**src/rtl/bmr_pkg.sv**
```systemverilog
package bmr_pkg;
  typedef enum logic [1:0] {
    WM_FULL = 2'd0,
    WM_HALF = 2'd1,
    WM_BYTE = 2'd2
  } width_mode_e;
endpackage

```
**src/rtl/bmr_mode_decode.sv**
```systemverilog
module bmr_mode_decode
  import bmr_pkg::*;
#(
  parameter int BYTE_LANES = 4,
  parameter int HALF_LANES = 2,
  localparam int IDX_W = $clog2(BYTE_LANES)
) (
  input  logic             bm_sel_i,
  input  logic             size_sel_i,
  output width_mode_e      mode_o,
  output logic [IDX_W-1:0] last_idx_o
);
  always_comb begin
    if (!bm_sel_i) begin
      mode_o     = WM_FULL;
      last_idx_o = '0;
    end else if (size_sel_i) begin
      mode_o     = WM_BYTE;
      last_idx_o = IDX_W'(BYTE_LANES - 1);
    end else begin
      mode_o     = WM_HALF;
      last_idx_o = IDX_W'(HALF_LANES - 1);
    end
  end
endmodule

```
**src/rtl/bmr_seq.sv**
```systemverilog
module bmr_seq #(
  parameter int DATA_W = 36,
  parameter int IDX_W  = 2
) (
  input  logic              clk,
  input  logic              rst,
  input  logic              fifo_valid_i,
  input  logic [DATA_W-1:0] fifo_data_i,
  output logic              fifo_ready_o,
  input  logic              rd_en_i,
  input  logic [IDX_W-1:0]  last_idx_i,
  output logic [DATA_W-1:0] nxt_word_o,
  output logic [IDX_W-1:0]  nxt_cnt_o,
  output logic              vld_o,
  output logic [IDX_W-1:0]  cnt_o
);
  logic [DATA_W-1:0] word_q;
  logic [IDX_W-1:0]  cnt_q;
  logic              vld_q;
  logic              nxt_vld;
  logic              take;
  logic              at_last;
  logic              pop;

  assign take         = rd_en_i && vld_q;
  assign at_last      = (cnt_q == last_idx_i);
  assign fifo_ready_o = !vld_q || (take && at_last);
  assign pop          = fifo_valid_i && fifo_ready_o;

  always_comb begin
    nxt_word_o = word_q;
    nxt_cnt_o  = cnt_q;
    nxt_vld    = vld_q;
    if (pop) begin
      nxt_word_o = fifo_data_i;
      nxt_cnt_o  = '0;
      nxt_vld    = 1'b1;
    end else if (take && at_last) begin
      nxt_cnt_o  = '0;
      nxt_vld    = 1'b0;
    end else if (take) begin
      nxt_cnt_o  = cnt_q + 1'b1;
    end
  end

  always_ff @(posedge clk) begin
    if (rst) begin
      word_q <= '0;
      cnt_q  <= '0;
      vld_q  <= 1'b0;
    end else begin
      word_q <= nxt_word_o;
      cnt_q  <= nxt_cnt_o;
      vld_q  <= nxt_vld;
    end
  end

  assign vld_o = vld_q;
  assign cnt_o = cnt_q;
endmodule

```
**src/rtl/bmr_slicer.sv**
```systemverilog
module bmr_slicer
  import bmr_pkg::*;
#(
  parameter int DATA_W     = 36,
  parameter int BYTE_LANES = 4,
  parameter int HALF_LANES = 2,
  localparam int IDX_W  = $clog2(BYTE_LANES),
  localparam int HIDX_W = $clog2(HALF_LANES),
  localparam int BW     = DATA_W / BYTE_LANES,
  localparam int HW     = DATA_W / HALF_LANES
) (
  input  logic [DATA_W-1:0] word_i,
  input  logic [IDX_W-1:0]  cnt_i,
  input  logic [IDX_W-1:0]  last_idx_i,
  input  width_mode_e       mode_i,
  input  logic              big_endian_i,
  output logic [DATA_W-1:0] piece_o
);
  logic [BW-1:0]    byte_lane [BYTE_LANES];
  logic [HW-1:0]    half_lane [HALF_LANES];
  logic [IDX_W-1:0] lane;

  for (genvar g = 0; g < BYTE_LANES; g++) begin : g_byte
    assign byte_lane[g] = word_i[g*BW +: BW];
  end
  for (genvar g = 0; g < HALF_LANES; g++) begin : g_half
    assign half_lane[g] = word_i[g*HW +: HW];
  end

  // Big-endian walks lanes downward from the top one in use.
  assign lane = big_endian_i ? (last_idx_i - cnt_i) : cnt_i;

  always_comb begin
    unique case (mode_i)
      WM_BYTE: piece_o = {{(DATA_W-BW){1'b0}}, byte_lane[lane]};
      WM_HALF: piece_o = {{(DATA_W-HW){1'b0}}, half_lane[lane[HIDX_W-1:0]]};
      default: piece_o = word_i;
    endcase
  end
endmodule

```
**src/rtl/bus_match_rd_port.sv**
```systemverilog
module bus_match_rd_port
  import bmr_pkg::*;
#(
  parameter int DATA_W     = 36,
  parameter int BYTE_LANES = 4,
  parameter int HALF_LANES = 2,
  localparam int IDX_W = $clog2(BYTE_LANES)
) (
  input  logic              clk,
  input  logic              rst,
  input  logic              endian_mode_i,
  input  logic              bm_sel_i,
  input  logic              size_sel_i,
  input  logic              fifo_valid_i,
  input  logic [DATA_W-1:0] fifo_data_i,
  output logic              fifo_ready_o,
  input  logic              rd_en_i,
  output logic              rd_valid_o,
  output logic [DATA_W-1:0] rd_data_o,
  output logic [IDX_W-1:0]  piece_idx_o
);
  width_mode_e       mode;
  logic [IDX_W-1:0]  last_idx;
  logic [DATA_W-1:0] nxt_word;
  logic [IDX_W-1:0]  nxt_cnt;
  logic [DATA_W-1:0] nxt_piece;
  logic [DATA_W-1:0] data_q;
  logic              endian_q;

  // Loads only while reset is high; the pin serves other logic afterwards.
  always_ff @(posedge clk) begin
    if (rst) endian_q <= endian_mode_i;
  end

  bmr_mode_decode #(.BYTE_LANES(BYTE_LANES), .HALF_LANES(HALF_LANES)) dec_i (
    .bm_sel_i   (bm_sel_i),
    .size_sel_i (size_sel_i),
    .mode_o     (mode),
    .last_idx_o (last_idx)
  );

  bmr_seq #(.DATA_W(DATA_W), .IDX_W(IDX_W)) seq_i (
    .clk          (clk),
    .rst          (rst),
    .fifo_valid_i (fifo_valid_i),
    .fifo_data_i  (fifo_data_i),
    .fifo_ready_o (fifo_ready_o),
    .rd_en_i      (rd_en_i),
    .last_idx_i   (last_idx),
    .nxt_word_o   (nxt_word),
    .nxt_cnt_o    (nxt_cnt),
    .vld_o        (rd_valid_o),
    .cnt_o        (piece_idx_o)
  );

  bmr_slicer #(.DATA_W(DATA_W), .BYTE_LANES(BYTE_LANES), .HALF_LANES(HALF_LANES)) slc_i (
    .word_i       (nxt_word),
    .cnt_i        (nxt_cnt),
    .last_idx_i   (last_idx),
    .mode_i       (mode),
    .big_endian_i (endian_q),
    .piece_o      (nxt_piece)
  );

  // Output piece is registered from the next-state word and count.
  always_ff @(posedge clk) begin
    if (rst) data_q <= '0;
    else     data_q <= nxt_piece;
  end

  assign rd_data_o = data_q;
endmodule

```
**config.mk**
```make
export PLATFORM = sky130hd
export DESIGN_NAME = bus_match_rd_port
export DESIGN_NICKNAME = d
export VERILOG_FILES = /design/src/rtl/bmr_pkg.sv /design/src/rtl/bmr_mode_decode.sv /design/src/rtl/bmr_seq.sv /design/src/rtl/bmr_slicer.sv /design/src/rtl/bus_match_rd_port.sv
export SDC_FILE = /design/constraint.sdc
export NUM_CORES = 1
export LEC_CHECK = 0
export CAP_MARGIN = 10
export CORE_UTILIZATION = 53
export CTS_CLUSTER_SIZE = 28
export DETAILED_ROUTE_END_ITERATION = 8
export PLACE_DENSITY = 0.92
export SYNTH_ARGS = -nofsm -noshare
export SYNTH_HDL_FRONTEND = slang
export SYNTH_SLANG_ARGS = --single-unit
export TNS_END_PERCENT = 10
```
**constraint.sdc**
```tcl
create_clock -name clk -period 4.9 [get_ports clk]
set_input_delay 0.735 -clock clk [delete_from_list [all_inputs] [get_ports clk]]
set_output_delay 0.735 -clock clk [all_outputs]
set_load 0.02 [all_outputs]
```
==> summary.txt <==
Critical path
  – CP bufs+invs: 3
  – CP startpoint: bm_sel_i
  – Maximum fanout along the worst path: 21
  – Slowest Stage Delay on Critical Path: 0.71 ns
  – Slowest-stage cell, CP: clkdlybuf4s50_1
  – Worst setup path class: input port to primary output
  – Stages on the worst setup path: 5
  – CP endpoint kind: primary output
  – RR Startpoint: seq_i.cnt_o[1]$_SDFF_PP0_
  – Crit Reg-Reg Endpoint: rd_data_o[0]$_SDFF_PP0_
  – Top delay family on crit path: buffers and inverters
  – R2R Setup Slk: 2.00 ns
  – Worst setup SP type: input port
  – Worst endpoint required time: 4.16 ns
  – Reg2Reg Depth: 11
  – Crit path top cell by count: clkdlybuf4s50_1
  – Critical Path, Cell by Cell: clkdlybuf4s50_1 -> or4b_1 -> o211a_2 -> inv_6 -> clkdlybuf4s50_1
  – CP Data Arrival Time: 3.26 ns

GRT
  – Vias in the first global route: 3002
  – Largest net degree at the start of global routing: 30
  – Gr ovfl total: 0
  – Initial antenna violation count: 0
  – First-pass GRT wire length: 14.2 mm
  – GRT Util Overall: 28.0%
  – Top Usage Layer GRT: met2
  – Met2 Usage GRT: 46.4%
  – GR Util met1: 35.5%
  – Met3 usage: 5.60%

Yosys
  – Avg Cell Area, Syn: 9.44 um^2
  – Synthesized Nets: 409
  – Post-synthesis xor/xnor area fraction: 0.509%
  – Top FF cell, synth: dfxtp_1
  – Main combinational cell family by area after synthesis: simple AND/OR/NAND/NOR gates
  – Synth Area in Compound Gates: 17.9%
  – Post-synth top area cell: dfxtp_1
  – EDFF count, synth: 1
  – Share of async-settable or async-resettable flops after synthesis: 0%
  – Library cells used by synthesis: 47
  – Ranking of synthesized cells by area: dfxtp_1 44%, mux2i_1 7.3%, nor2_1 6.6%, o21ai_0 3.5%, and2_1 3.5%
  – Post-Synthesis Cells: 365
  – Synth Cell Area: 0.00344 mm^2
  – Most numerous cell in the Yosys netlist: dfxtp_1
  – Commonest cells in the netlist: 75 x dfxtp_1, 61 x nor2_1, 25 x mux2i_1
  – Sequential element share of the synthesized area: 44.5%
  – Yosys warnings: 0
  – Simple-gate portion of the synthesized area: 18.3%
  – Synth Register Bits: 76
  – Mux share of post-synthesis cell area: 13.7%
  – Adder-Cell Fraction of Synth Area: 0.363%
  – Yosys top cell area share: 43.6%

CTS
  – Clock sink count: 76
  – Root Buffer: clkbuf_8
  – H-tree depth: 3
  – Clock buffer count from CTS: 9
  – Post-CTS Resized: 0
  – CTS Hold Bufs: 0
  – Clk buf depth: 2
  – Clock latency on the worst-skew pair: 0.35 ns
  – Post-CTS setup buffer count: 0
  – Clk slew on worst S/H paths: 0.07 ns
  – CTS tree: done

Detailed routing
  – Vias per cell: 6.19
  – Final wirelength: 9.19 mm
  – Total number of vias: 3225
  – DRT iter0 DRCs: 467
  – Antenna Nets Post-Route: 0
  – Wire per inst: 17.6 um
  – # DRC: 0
  – DRT Pass-1 Iters: 5

STA
  – Slew margin rel.: 35.4%
  – Min cycle time layout: 3.99 ns
  – Maximum clock frequency: 0.251 GHz
  – Final Hold Fails: 0
  – Unrepaired setup endpoints after global routing: false
  – Worst-margin pin slew: 0.966 ns
  – Worst Skew: 0.00850 ns
  – Final setup fails: 0
  – Final count of pins violating max slew: 0
  – Final period util: 81.4%
  – Total Negative Setup Slacks: 0 ns

Power
  – Leak: 1.73 nW
  – PD cells: 329 mW/mm^2
  – VDD IR max: 246 uV
  – Tot Pwr: 1.46 mW

Outcome
  – Status: finished, final reports clean

Place
  – Placed cells: 505
  – RD Place Congestion: 0.863
  – Port bufs: 82
  – Final HPWL from detailed placement: 6.10 mm

Floorplan
  – Die H: 82.6 um
  – Initial Utilization: 54.6%
  – Die width: 82.6 um
  – Row cnt: 29
  – Die area: 0.00683 mm^2
  – Top Ports: 83
  – Core Area: 0.00631 mm^2

Cells and area
  – Share of layout cells above drive strength 1: 9.68%
  – Register area: 0.00153 mm^2
  – Inserted Diodes: 0
  – Area taken by multi-input logic gates: 0.00175 mm^2
  – Area grow syn2layout: 29.2%
  – Fin util: 70.5%
  – Post-Layout Cell Count: 521
  – Filler cells: 486
  – Final #Nets: 483

Flow run
  – Max_cap viols: 0

Hold path
  – Hold endpoint: seq_i.word_q[15]$_SDFF_PP0_
  – Min-delay src: seq_i.word_q[15]$_SDFF_PP0_
  – Worst hold path stage count: 2
  – Worst Hold Class: register to register
## layout by cell type (no fill, tap or decap), types with 5 or more instances in the layout
master | netlist | final
buf_4 | 0 | 5
nor2_1 | 61 | 61
nand3_1 | 20 | 20
o2111ai_1 | 5 | 5
mux2_4 | 5 | 5
o21ai_0 | 24 | 24
or3_1 | 12 | 12
clkdlybuf4s50_1 | 0 | 82
mux2i_1 | 25 | 25
mux2_2 | 8 | 8
a211oi_1 | 5 | 5
clkbuf_8 | 0 | 9
o22ai_1 | 5 | 5
inv_1 | 5 | 5
a22oi_1 | 9 | 9
and2_1 | 19 | 19
a21oi_1 | 5 | 5
o2bb2ai_1 | 5 | 5
a2111oi_0 | 5 | 5
dfxtp_1 | 75 | 75
a221o_1 | 5 | 5
## power by group
group	leakage, nW	total (mW)	switching [mW]	internal [mW]
Clock	0.0962	0.468	0.233	0.235
Combinational	1.01	0.323	0.175	0.148
Sequential	0.625	0.672	0.0143	0.657
Total	1.73	1.46	0.423	1.04
## area by class of cell
cell class	instances	area share [%]
Timing Repair Buffer	87	19.3
Sequential cell	76	34.4
Clock inverter	6	1.46
Multi-Input combinational cell	259	39.2
Tap cell	77	2.16
Inverter	6	0.618
Clock buffer	10	2.87
## worst reg2reg max path, delay by kind of cell, from the launching register on
kind                       cells  cell delay [ns]
AOI/OAI and AO/OA              3             0.62
muxes                          2             0.48
and+or+nand+nor                4             1.02
buffers and inverters          1             0.06
DFF                            1             0.43
adders and majority gates      1             0.22
## state kept, by name, indices dropped and copies added, names as in the netlist
register,flops
seq_i.cnt_o,2
endian_q,1
rd_data_o,36
seq_i.vld_o,1
seq_i.word_q,36
## cell families (layout without fill, tap and decap cells)
family,after synthesis,after routing
DFF,76,76
buffers and inverters,30,109
AOI/OAI and AO/OA,87,87
xor gates and xnor gates,2,2
muxes,42,42
adders and majority gates,1,1
and+or+nand+nor,127,127
## through the flow
| stage | worst slack, ns | instance area, um^2 | hold WS, ns |
|---|---|---|---|
| after floorplan | 2.04 | 3440 | 0.477 |
| after global placement | 1.03 | 4260 | 0.503 |
| after detailed placement | 0.876 | 4260 | 0.526 |
| after CTS | 0.955 | 4450 | 0.545 |
| after global routing | 0.831 | 4450 | 0.581 |
| final | 0.909 | 4450 | 0.540 |
## layer usage
metal / vias up / share of wire, %
met5: - / 0
met4: 0 / 2.1
met3: 25 / 8.5
met2: 200 / 49
met1: 1536 / 41
li1: 1464 / -
## how the worst max path moves through the flow
stage	endpoint	slack [ns]
global placement	fifo_ready_o	1.03
floorplan	rd_data_o[2]$_SDFF_PP0_	2.04
detailed placement	rd_data_o[0]$_SDFF_PP0_	0.88
global route	fifo_ready_o	0.83
finish	fifo_ready_o	0.91
CTS	fifo_ready_o	0.95
Note: power is estimated with default switching activity, not from simulation.
